File: src/rtl/i2c_start_pkg.sv
package i2c_start_pkg;
  typedef enum logic [1:0] {
    ST_IDLE  = 2'd0,
    ST_SETUP = 2'd1,
    ST_HOLD  = 2'd2,
    ST_OWN   = 2'd3
  } start_st_e;
endpackage

File: src/rtl/i2c_start_brg.sv
module i2c_start_brg #(
  parameter int unsigned CNT_W = 7
) (
  input  logic             clk_i,
  input  logic             rst_ni,
  input  logic             load_i,
  input  logic             dec_i,
  input  logic [CNT_W-1:0] reload_i,
  output logic             last_o
);
  localparam logic [CNT_W-1:0] ONE = CNT_W'(1);

  logic [CNT_W-1:0] cnt_q;
  logic [CNT_W-1:0] load_val;

  // zero reload still gives a one-cycle phase
  assign load_val = (reload_i == '0) ? ONE : reload_i;

  always_ff @(posedge clk_i or negedge rst_ni) begin
    if (!rst_ni) begin
      cnt_q <= '0;
    end else if (load_i) begin
      cnt_q <= load_val;
    end else if (dec_i) begin
      cnt_q <= cnt_q - ONE;
    end
  end

  assign last_o = (cnt_q <= ONE);
endmodule

File: src/rtl/i2c_start_fsm.sv
module i2c_start_fsm
  import i2c_start_pkg::*;
(
  input  logic      clk_i,
  input  logic      rst_ni,
  input  logic      start_i,
  input  logic      sda_i,
  input  logic      scl_i,
  input  logic      last_i,
  output start_st_e st_o,
  output logic      load_o,
  output logic      dec_o,
  output logic      coll_evt_o,
  output logic      done_evt_o
);
  start_st_e st_q, st_d;

  always_comb begin
    st_d       = st_q;
    load_o     = 1'b0;
    dec_o      = 1'b0;
    coll_evt_o = 1'b0;
    done_evt_o = 1'b0;
    unique case (st_q)
      ST_IDLE: begin
        if (start_i) begin
          if (sda_i && scl_i) begin
            st_d   = ST_SETUP;
            load_o = 1'b1;
          end else begin
            coll_evt_o = 1'b1;
          end
        end
      end
      ST_SETUP: begin
        if (!sda_i) begin
          // another master pulled SDA first: assert early, no collision
          st_d   = ST_HOLD;
          load_o = 1'b1;
        end else if (!scl_i) begin
          st_d       = ST_IDLE;
          coll_evt_o = 1'b1;
        end else if (last_i) begin
          st_d   = ST_HOLD;
          load_o = 1'b1;
        end else begin
          dec_o = 1'b1;
        end
      end
      ST_HOLD: begin
        if (last_i) begin
          st_d       = ST_OWN;
          done_evt_o = 1'b1;
        end else begin
          dec_o = 1'b1;
        end
      end
      ST_OWN: st_d = ST_OWN;
      default: st_d = ST_IDLE;
    endcase
  end

  always_ff @(posedge clk_i or negedge rst_ni) begin
    if (!rst_ni) st_q <= ST_IDLE;
    else         st_q <= st_d;
  end

  assign st_o = st_q;
endmodule

File: src/rtl/i2c_start_flags.sv
module i2c_start_flags (
  input  logic clk_i,
  input  logic rst_ni,
  input  logic coll_evt_i,
  input  logic done_evt_i,
  input  logic clr_i,
  output logic done_o,
  output logic irq_o,
  output logic coll_o
);
  always_ff @(posedge clk_i or negedge rst_ni) begin
    if (!rst_ni) begin
      done_o <= 1'b0;
      irq_o  <= 1'b0;
      coll_o <= 1'b0;
    end else begin
      done_o <= done_evt_i;
      // set has priority over clear
      if (coll_evt_i || done_evt_i) irq_o <= 1'b1;
      else if (clr_i)               irq_o <= 1'b0;
      if (coll_evt_i)               coll_o <= 1'b1;
      else if (clr_i)               coll_o <= 1'b0;
    end
  end
endmodule

File: src/rtl/i2c_start_gen.sv
module i2c_start_gen
  import i2c_start_pkg::*;
#(
  parameter int unsigned CNT_W = 7
) (
  input  logic             clk_i,
  input  logic             rst_ni,
  input  logic             start_i,
  input  logic [CNT_W-1:0] reload_i,
  input  logic             sda_i,
  input  logic             scl_i,
  input  logic             flag_clr_i,
  output logic             sda_drv_o,
  output logic             scl_drv_o,
  output logic             busy_o,
  output logic             done_o,
  output logic             irq_o,
  output logic             coll_o
);
  start_st_e st;
  logic      load, dec, last, coll_evt, done_evt;

  i2c_start_brg #(.CNT_W(CNT_W)) i_brg (
    .clk_i    (clk_i),
    .rst_ni   (rst_ni),
    .load_i   (load),
    .dec_i    (dec),
    .reload_i (reload_i),
    .last_o   (last)
  );

  i2c_start_fsm i_fsm (
    .clk_i      (clk_i),
    .rst_ni     (rst_ni),
    .start_i    (start_i),
    .sda_i      (sda_i),
    .scl_i      (scl_i),
    .last_i     (last),
    .st_o       (st),
    .load_o     (load),
    .dec_o      (dec),
    .coll_evt_o (coll_evt),
    .done_evt_o (done_evt)
  );

  i2c_start_flags i_flags (
    .clk_i      (clk_i),
    .rst_ni     (rst_ni),
    .coll_evt_i (coll_evt),
    .done_evt_i (done_evt),
    .clr_i      (flag_clr_i),
    .done_o     (done_o),
    .irq_o      (irq_o),
    .coll_o     (coll_o)
  );

  assign sda_drv_o = (st == ST_HOLD) || (st == ST_OWN);
  assign scl_drv_o = (st == ST_OWN);
  assign busy_o    = (st == ST_SETUP) || (st == ST_HOLD);
endmodule

File: config.mk
export PLATFORM = sky130hd
export DESIGN_NAME = i2c_start_gen
export DESIGN_NICKNAME = d
export VERILOG_FILES = /design/src/rtl/i2c_start_pkg.sv /design/src/rtl/i2c_start_brg.sv /design/src/rtl/i2c_start_fsm.sv /design/src/rtl/i2c_start_flags.sv /design/src/rtl/i2c_start_gen.sv
export SDC_FILE = /design/constraint.sdc
export NUM_CORES = 1
export LEC_CHECK = 0
export BUFFER_PORTS_ARGS = -buffer_cell sky130_fd_sc_hd__buf_2
export CORE_MARGIN = 8
export CORE_UTILIZATION = 56
export DETAILED_ROUTE_END_ITERATION = 10
export PLACE_DENSITY = 0.82
export REMOVE_ABC_BUFFERS = 1
export SLEW_MARGIN = 15
export SYNTH_ARGS = -nofsm -noshare
export SYNTH_HDL_FRONTEND = slang
export SYNTH_SLANG_ARGS = --single-unit
File: constraint.sdc
create_clock -name clk_i -period 4.4 [get_ports clk_i]
set_input_delay 0.44 -clock clk_i [delete_from_list [all_inputs] [get_ports clk_i]]
set_output_delay 0.44 -clock clk_i [all_outputs]
set_load 0.05 [all_outputs]
==> impl_results.md <==
* TritonCTS Buffers at 3
* Final setup viols at 0
* DP Wirelength at 1.43 mm
* Synth area leader: dfrtp_1
* Actual slew at the worst max-slew pin at 0.453 ns
* Clock skew at 0.00592 ns
* Peak supply drop at 0.524 mV
* Seq cells post-synth at 12
* Cells after Synth at 85
* Vias in the first global route at 724
* Max clock buf depth at 2
* Core Footprint at 1450 um^2
* Tightest Hold Check Type: primary input to asynchronous set/reset pin
* CP Depth at 6
* Area grow syn2layout at 14.9%
* Async SR Flop Fraction at 100%
* Avg WL per Cell at 15.0 um
* F_max at 462 MHz
* Slowest cell on crit path: dfrtp_1
* Initial core utilization at 57.1%
* Critical-path cell list: inv_1, ha_1, and2b_2, a41oi_1, and2_1, mux2_2
* Die width at 54.5 um
* Die ar. at 2970 um^2
* Status: complete, no violations
* Top Ports at 19
* Max FO, Critical Path at 7
* Post-Synthesis Cell Area at 831 um^2
* CP required at 4.55 ns
* Worst reg-to-reg path cell count at 6
* Post-route insts no fill at 121
* Final ANT Viol Nets at 0
* Max-cap violations at 0
* Syn avg cell area at 9.77 um^2
* Initial antenna violation count at 0
* Main synth FF type: dfrtp_1
* Internal power at 0.000358 W
* Post-cts sizing count at 0
* Post-synth top cells: dfrtp_1 (12), a21oi_1 (9), ha_1 (8), inv_1 (8), a31oi_1 (5)
* Logic pwr share at 57.7%
* Sw Ratio at 50.6%
* Worst path max stage delay at 0.38 ns
* Fraction of power consumed by sequential logic at 30.6%
* Row cnt at 14
* Cts hold-fix bufs at 0
* # Post-CTS Setup Buffers at 0
* Total number of vias at 707
* DR iter-0 viols at 14
* Clock slew at reported path FFs at 0.07 ns
* Sink Count at 12
* CP arrival at 2.32 ns
* Clock Tree Root: clkbuf_4
* Final hold viol count at 0
* Leakage at 0.468 nW
* GPL Wtd Cong at 0.880
* First-pass GRT wire length at 3.04 mm
* EDFF count, synth at 0
* Placed cells at 117
* Aggregate global routing overflow at 0
* Crit start category: flip-flop
* Synth warn at 0
* Via density at 5.84
* Clock period minus worst slack at 2.16 ns
* Largest net degree at the start of global routing at 13
* Most frequent cell after synthesis: dfrtp_1
* Clk Latency, worst-skew pair at 0.27 ns
* WP buf/inv at 1
* Number of H-tree levels at 1
* Switching power at 0.000367 W
* RSZ-0062 raised after global routing: no
* Pins over their slew limit at 0
* Top cells by area, synth: dfrtp_1 (36%), ha_1 (12%), a21oi_1 (5.4%)
* DR DRC count at 0
* First-pass DRT Iterations at 4
* Worst slew margin at 69.4%
* PortBufs at 18
* Share of the synthesized area in the top cell type at 36.1%
* PD cells at 760 nW/um^2
* Share of post-route cells with drive strength above 1 at 25.7%
* Fin Setup TNS at 0 ns
* CP delay by family, top: simple AND/OR/NAND/NOR gates
* Fin crit share at 49.2%
* Die Y at 54.5 um
* Clock power share at 11.7%
* Antenna Cells at 0
* Critical setup path kind: flip-flop to flip-flop
* Netlist cell types at 30
* CP endpoint kind: flip-flop
* Nets at 127
* TritonCTS clock tree: yes
* GRT Util Overall at 13.6%
* Total Wirelength at 1.81 mm
* Post-synthesis sequential area ratio at 36.1%
state kept, by name, indices dropped and copies added, names as in the netlist:
register and flops:
i_flags.done_o 1, i_flags.irq_o 1, i_flags.coll_o 1, i_brg.cnt_q 7
i_fsm.st_o 2
per-layer routing:
layer | share of wire, % | GRT usage, % | up-vias
li1 | - | - | 352
met1 | 43 | 15.5 | 333
met2 | 49 | 23.3 | 18
met3 | 6.6 | 5.16 | 4
met4 | 1.3 | 3.69 | 0
met5 | 0 | 0 | -
cells by family (layout without fill, tap and decap cells):
group / after synthesis / count (layout) / share of synthesized area (%)
AO/OA/AOI/OAI: 25 / 25 / 18.7
XOR/XNOR: 1 / 1 / 1.05
multiplexers: 6 / 6 / 7.53
buffers and inverters: 10 / 30 / 6.33
AND/OR/NAND/NOR: 23 / 23 / 18.2
adder cells (fa/ha/maj): 8 / 8 / 12.0
flip-flops: 12 / 12 / 36.1
worst reg2reg max path, delay by kind of cell, from the launching register on:
family	cells	cell delay [ns]
AND/OR/NAND/NOR	2	0.58
flip-flops	1	0.38
AO/OA/AOI/OAI	1	0.38
multiplexers	1	0.38
adder cells (fa/ha/maj)	1	0.24
buffers and inverters	1	0.10
cell usage in the layout (no fill, tap or decap), types with 3 or more instances in the layout:
master,n
and2_1,3
a21oi_1,9
inv_1,8
o21ai_0,4
nor2_1,3
buf_2,18
ha_1,8
clkbuf_4,3
dfrtp_1,12
or3_1,4
a31oi_1,5
mux2i_1,4
through the flow:
stage | power [W] | hold slack, ns | utilization, % | cell area (um^2) | setup WS, ns
after CTS | 0.000726 | 0.0316 | 65.7 | 955 | 2.25
final | 0.000725 | 0.0290 | 65.7 | 955 | 2.24
after detailed placement | 0.000637 | 0.329 | 63.2 | 918 | 2.26
after global placement | 0.000623 | 0.332 | 63.2 | 918 | 2.35
after global routing | 0.000782 | 0.0435 | 65.7 | 955 | 2.07
after floorplan | 0.000542 | 0.144 | - | 808 | 2.29
final timing paths:
check | start | end | slack [ns]
worst min register to register | i_flags.coll_o$_DFFE_PN0P_ | i_flags.coll_o$_DFFE_PN0P_ | 0.48
worst min-delay path | rst_ni | i_flags.coll_o$_DFFE_PN0P_ | 0.03
worst max register to register | i_fsm.st_o[1]$_DFFE_PN0P_ | i_brg.cnt_q[1]$_DFFE_PN0P_ | 2.24
worst max-delay path | i_fsm.st_o[1]$_DFFE_PN0P_ | i_brg.cnt_q[1]$_DFFE_PN0P_ | 2.24
min in group clk_i | reload_i[1] | i_brg.cnt_q[1]$_DFFE_PN0P_ | 0.43
max in group asynchronous | rst_ni | i_fsm.st_o[1]$_DFFE_PN0P_ | 4.15
layout make-up:
cell class | count | area [um^2]
inverters | 8 | 30.0
well taps | 16 | 20.0
multi-input cells | 63 | 478
repair buffers | 18 | 90.1
fillers | 122 | 499
flip-flops and latches | 12 | 300
clock buffers | 4 | 36.3
power groups by stage:
stage               combinational [W]  sequential, W  clock [W]
floorplan                    0.000305       0.000238          0
global placement             0.000404       0.000220          0
detailed placement           0.000415       0.000221          0
CTS                          0.000417       0.000221  0.0000880
global route                 0.000459       0.000229  0.0000945
finish                       0.000419       0.000222  0.0000847
(Power assumes the default switching activity.)
